--- config.mk ---
export PLATFORM = sky130hd
export DESIGN_NAME = cmplx_mul_sel
export DESIGN_NICKNAME = d
export VERILOG_FILES = /design/src/rtl/cmul_pkg.sv /design/src/rtl/cmul_ctrl.sv /design/src/rtl/cmul_datapath.sv /design/src/rtl/cmplx_mul_sel.sv
export SDC_FILE = /design/constraint.sdc
export NUM_CORES = 2
export LEC_CHECK = 0
export BUFFER_PORTS_ARGS = -buffer_cell sky130_fd_sc_hd__buf_2
export CORE_MARGIN = 4
export CORE_UTILIZATION = 60
export CTS_BUF_LIST = sky130_fd_sc_hd__clkbuf_4 sky130_fd_sc_hd__clkbuf_8
export DETAILED_ROUTE_END_ITERATION = 10
export PLACE_DENSITY = 0.79
export SYNTH_ARGS = -nofsm -noshare
export SYNTH_HDL_FRONTEND = slang
export SYNTH_HIERARCHICAL = 1
export SYNTH_SLANG_ARGS = --single-unit
--- constraint.sdc ---
create_clock -name clk -period 7.2 [get_ports clk]
set_input_delay 0.72 -clock clk [delete_from_list [all_inputs] [get_ports clk]]
set_output_delay 0.72 -clock clk [all_outputs]
set_load 0.02 [all_outputs]
--- src/rtl/cmul_pkg.sv ---
package cmul_pkg;

  // Output view codes; the numeric values are part of the block's interface.
  typedef enum logic [1:0] {
    SEL_CPX_HI = 2'b00,
    SEL_CPX_LO = 2'b01,
    SEL_REAL   = 2'b10,
    SEL_IMAG   = 2'b11
  } outSel_e;

  // Strobes from control to datapath.
  typedef struct packed {
    logic    loadOp;
    logic    loadProd;
    logic    loadSum;
    outSel_e view;
  } cmulStrobes_t;

endpackage

--- src/rtl/cmul_ctrl.sv ---
module cmul_ctrl
  import cmul_pkg::*;
(
  input  logic         clk,
  input  logic         rstN,
  input  logic         inValid,
  input  logic         bfpMode,
  input  logic [1:0]   outSel,
  output cmulStrobes_t strb,
  output logic         outValid
);

  logic opValid;
  logic prodValid;
  logic sumValid;

  always_ff @(posedge clk or negedge rstN) begin
    if (!rstN) begin
      opValid   <= 1'b0;
      prodValid <= 1'b0;
      sumValid  <= 1'b0;
    end else begin
      opValid   <= inValid;
      prodValid <= opValid;
      sumValid  <= prodValid;
    end
  end

  always_comb begin
    strb.loadOp   = inValid;
    strb.loadProd = opValid;
    strb.loadSum  = prodValid;
    // Block-floating-point mode pins the view to the upper complex halves.
    strb.view     = bfpMode ? SEL_CPX_HI : outSel_e'(outSel);
  end

  assign outValid = sumValid;

endmodule

--- src/rtl/cmul_datapath.sv ---
module cmul_datapath
  import cmul_pkg::*;
#(
  parameter int OP_W = 16
) (
  input  logic               clk,
  input  logic               rstN,
  input  cmulStrobes_t       strb,
  input  logic signed [OP_W-1:0] aRe,
  input  logic signed [OP_W-1:0] aIm,
  input  logic signed [OP_W-1:0] bRe,
  input  logic signed [OP_W-1:0] bIm,
  output logic [2*OP_W-1:0]  resRe,
  output logic [2*OP_W-1:0]  resIm,
  output logic [OP_W-1:0]    busRe,
  output logic [OP_W-1:0]    busIm
);

  localparam int RES_W  = 2 * OP_W;
  localparam int SUM_W  = RES_W + 1;
  localparam int N_PROD = 4;

  // Operand stage: index 0 = A real, 1 = A imag, 2 = B real, 3 = B imag.
  logic signed [OP_W-1:0] opQ [4];

  always_ff @(posedge clk or negedge rstN) begin
    if (!rstN) begin
      for (int i = 0; i < 4; i++) opQ[i] <= '0;
    end else if (strb.loadOp) begin
      opQ[0] <= aRe;
      opQ[1] <= aIm;
      opQ[2] <= bRe;
      opQ[3] <= bIm;
    end
  end

  // Partial products: 0 = ArBr, 1 = AiBi, 2 = ArBi, 3 = AiBr.
  logic signed [RES_W-1:0] prodQ [N_PROD];

  for (genvar g = 0; g < N_PROD; g++) begin : g_prod
    localparam int LHS = (g == 0 || g == 2) ? 0 : 1;
    localparam int RHS = (g == 0 || g == 3) ? 2 : 3;
    logic signed [RES_W-1:0] prodD;
    assign prodD = opQ[LHS] * opQ[RHS];
    always_ff @(posedge clk or negedge rstN) begin
      if (!rstN)              prodQ[g] <= '0;
      else if (strb.loadProd) prodQ[g] <= prodD;
    end
  end

  function automatic logic [RES_W-1:0] clampSum(input logic [SUM_W-1:0] s);
    if (s[SUM_W-1] != s[SUM_W-2])
      clampSum = s[SUM_W-1] ? {1'b1, {(RES_W-1){1'b0}}} : {1'b0, {(RES_W-1){1'b1}}};
    else
      clampSum = s[RES_W-1:0];
  endfunction

  logic signed [SUM_W-1:0] sumRe;
  logic signed [SUM_W-1:0] sumIm;

  always_comb begin
    sumRe = SUM_W'(prodQ[0]) - SUM_W'(prodQ[1]);
    sumIm = SUM_W'(prodQ[2]) + SUM_W'(prodQ[3]);
  end

  always_ff @(posedge clk or negedge rstN) begin
    if (!rstN) begin
      resRe <= '0;
      resIm <= '0;
    end else if (strb.loadSum) begin
      resRe <= clampSum(sumRe);
      resIm <= clampSum(sumIm);
    end
  end

  // Unregistered view select.
  always_comb begin
    unique case (strb.view)
      SEL_CPX_HI: begin busRe = resRe[RES_W-1:OP_W]; busIm = resIm[RES_W-1:OP_W]; end
      SEL_CPX_LO: begin busRe = resRe[OP_W-1:0];     busIm = resIm[OP_W-1:0];     end
      SEL_REAL:   begin busRe = resRe[RES_W-1:OP_W]; busIm = resRe[OP_W-1:0];     end
      SEL_IMAG:   begin busRe = resIm[RES_W-1:OP_W]; busIm = resIm[OP_W-1:0];     end
      default:    begin busRe = '0;                  busIm = '0;                  end
    endcase
  end

endmodule

--- src/rtl/cmplx_mul_sel.sv ---
module cmplx_mul_sel
  import cmul_pkg::*;
#(
  parameter int OP_W = 16
) (
  input  logic                   clk,
  input  logic                   rstN,
  input  logic                   inValid,
  input  logic signed [OP_W-1:0] aRe,
  input  logic signed [OP_W-1:0] aIm,
  input  logic signed [OP_W-1:0] bRe,
  input  logic signed [OP_W-1:0] bIm,
  input  logic                   bfpMode,
  input  logic [1:0]             outSel,
  output logic                   outValid,
  output logic [OP_W-1:0]        busRe,
  output logic [OP_W-1:0]        busIm
);

  cmulStrobes_t         strb;
  logic [2*OP_W-1:0]    resRe;
  logic [2*OP_W-1:0]    resIm;

  cmul_ctrl u_ctrl (
    .clk      (clk),
    .rstN     (rstN),
    .inValid  (inValid),
    .bfpMode  (bfpMode),
    .outSel   (outSel),
    .strb     (strb),
    .outValid (outValid)
  );

  cmul_datapath #(.OP_W(OP_W)) u_dp (
    .clk   (clk),
    .rstN  (rstN),
    .strb  (strb),
    .aRe   (aRe),
    .aIm   (aIm),
    .bRe   (bRe),
    .bIm   (bIm),
    .resRe (resRe),
    .resIm (resIm),
    .busRe (busRe),
    .busIm (busIm)
  );

endmodule

==> qor.yml <==
floorplanning:
  start_util_pct: 60.4
  fp.dieH_um: 306
  die_w_um: 306
  ios: 103
  die-area_um2: 93700
  rows: 109
  coreArea_um2: 88200
timing:
  max_slew_margin_pct: 21.5
  setup_viol: 0
  max_slew.worst_pin.slew_ns: 1.17
  finalClockSkew_ns: 0.0600
  finalCritPeriodShare_pct: 96.3
  max_freq_mhz: 144
  post-route-min-period_ns: 6.93
  finalHoldViolations: 0
  slew_viol_final: 0
cts:
  insertion_delay_ns: 0.74
  clkSinkCount: 259
  clockRootBuffer: "clkbuf_8"
  clk_path_buf_depth: 3
  clk_pin_slew_ns: 0.06
  cts_tree: "built"
  cts_buffers: 52
  cts-htree-levels: 2
  ctsHoldBuffers: 0
synth:
  yosysSeqAreaShare_pct: 12.2
  avgSynthCellArea_um2: 9.29
  synth_simple_gate_area_share_pct: 13.4
  yosys.cell_types.count: 89
  synth_xor_area_share_pct: 3.14
  syn_area_um2: 53300
  synth_top_cells_by_area: "fa_1, dfrtp_1, ha_1"
  synth_top_area_share_pct: 39.4
  synthesis.nets: 7248
  yosysWarnings: 6
  synth_flop_cell: "dfrtp_1"
  synthArstFlopShare_pct: 100
  ys_top_cells_by_count: "inv_1, fa_1, nand2_1"
  post-synth-top-count-cell: "inv_1"
  synth_top_family_by_area: "adder cells"
  synth_compound_area_share_pct: 7.97
  ys_ff_latch: 259
  muxShareOfSynthArea_pct: 3.61
  syn_inst: 5736
  synth-edff-count: 0
  synth_adder_area_share_pct: 48.7
  synth_top_area_cell: "fa_1"
global_routing:
  grt_max_degree: 94
  overflow: 0
  antenna_found_initial: 4
  grt_pass1_vias: 42900
  grt_first_pass_wirelength_mm: 233
  grtUsageTotal_pct: 31.8
routing:
  drcViolationCount: 0
  routedWlPerCell_um: 20.3
  ant_nets: 0
  drt_iter0_markers: 3527
  vias_per_cell: 5.67
  num_vias: 39700
  first_pass_iters: 6
  routed_wl_mm: 142
final_layout:
  fin_nets: 7305
  finalNonFillerCells: 6998
  drive_above_1_share_pct: 9.52
  synthToLayoutAreaGrowth_pct: 6.83
job:
  maxCapViolations: 0
critical_path:
  endpoint_kind: "flip-flop"
  crit_required_ns: 7.82
  start_kind: "flip-flop"
  critPathArrivalTime_ns: 7.55
  worstSetupPathType: "flip-flop to flip-flop"
  critPathMaxFanout: 13
placed_design:
  portBuffers: 102
  dpl.hpwl_mm: 115
  gp_congestion: 0.971
  dp_cells: 6904
worst_hold_path:
  hold_class: "primary input to asynchronous set/reset pin"
run_status:
  status: "finished, final reports clean"
==> critical path: stages (launching register included) <==
cell and delay [ns]:
dfrtp_2 0.61, buf_4 0.25, nand2_1 0.10, inv_1 0.10, fa_1 0.57, fa_1 0.91
fa_1 0.53, fa_1 0.51, fa_1 0.49, inv_1 0.05, fa_1 0.48, inv_1 0.05
ha_1 0.23, nor2_1 0.23, o211ai_1 0.16, a2111o_1 0.48, a31oi_1 0.37, o21bai_1 0.14
a21oi_1 0.19, xnor2_1 0.08, mux2_2 0.27
==> metrics by stage <==
stage	instance area, um2	TNS [ns]	util (%)	setup WS [ns]	hold slack (ns)
2_1_floorplan	53300	0	-	0.945	0.355
3_3_place_gp	55700	0	63.1	0.293	0.471
3_5_place_dp	55700	0	63.1	0.145	0.476
4_1_cts	56900	0	64.5	0.142	0.0283
5_1_grt	56900	-0.0000373	64.5	-0.0000373	0.0885
6_report	56900	0	64.5	0.266	0.0410
==> placed cells by master, fill, tap and decap left out, drive strengths merged, types with 5 or more instances in the layout <==
cell type	instances
o22ai	60
and2	506
clkbuf	78
and3	19
o21ai	150
a311oi	6
nor2	178
o31ai	6
o21bai	17
mux2	134
a2111oi	8
nor3b	8
nand2	591
o211ai	20
o21a	26
nor3	23
buf	266
clkinv	8
xor2	46
a31oi	25
nand3	40
xnor2	143
mux2i	40
a31o	9
a21o	68
nand2b	39
a21oi	216
a211o	5
nor2b	17
ha	392
fa	1050
inv	1286
dfrtp	259
or3	12
a211oi	14
nand4	6
==> per-layer routing <==
layer | wire, um | GRT usage (%) | share of wire, %
met3 | 13100 | 6.41 | 9.2
met1 | 55800 | 42.7 | 39
met2 | 62800 | 48.8 | 44
met5 | 12 | 0 | 0.0085
met4 | 10100 | 17.7 | 7.1
==> area by class of cell <==
type                    count  area [um2]
fillers                  7042       31300
flip-flops and latches    259        6500
inverters                1285        4820
diodes                      1        2.50
well taps                1165        1460
multi-input cells        3929       41000
repair buffers            266        1940
clock buffers              78        1010
clock inverters            15         213
==> state kept, by name (all words and copies together), names as in the netlist <==
name,flops
u_dp/resIm,32
u_dp/resRe,32
u_ctrl/opValid,1
u_dp/prodQ,128
u_ctrl/outValid,1
u_ctrl/prodValid,1
u_dp/opQ,64
==> kinds of logic (layout without fill, tap and decap cells) <==
logic type / count (synthesis) / after routing
buffers and inverters: 1548 / 1644
AND/OR/NAND/NOR: 1453 / 1453
adder cells (fa/ha/maj): 1446 / 1446
AO/OA/AOI/OAI: 667 / 667
flip-flops: 259 / 259
XOR/XNOR: 189 / 189
multiplexers: 174 / 174
other: 0 / 1
==> path summary, 6_finish.rpt <==
check                                        to  depth (start not counted)            start  slack (ns)
worst max-delay path             u_dp/prodQ[27]                         20     u_dp/opQ[47]        0.27
worst min-delay path              u_dp/prodQ[4]                          1             rstN        0.04
worst max register to register   u_dp/prodQ[27]                         20     u_dp/opQ[47]        0.27
worst min register to register  u_dp/prodQ[112]                          2  u_dp/prodQ[112]        0.49
max in group asynchronous          u_dp/opQ[19]                          2             rstN        5.67
min in group clk                   u_dp/opQ[31]                          3          bRe[15]        0.19
==> timing repair <==
action,4_1_cts,5_1_grt
buffers inserted,0,0
setup endpoints to repair,0,16
gates resized for setup,0,17
Power is not shown: default switching activity piles up to over one toggle a cycle in this logic, so the estimate is an artifact.
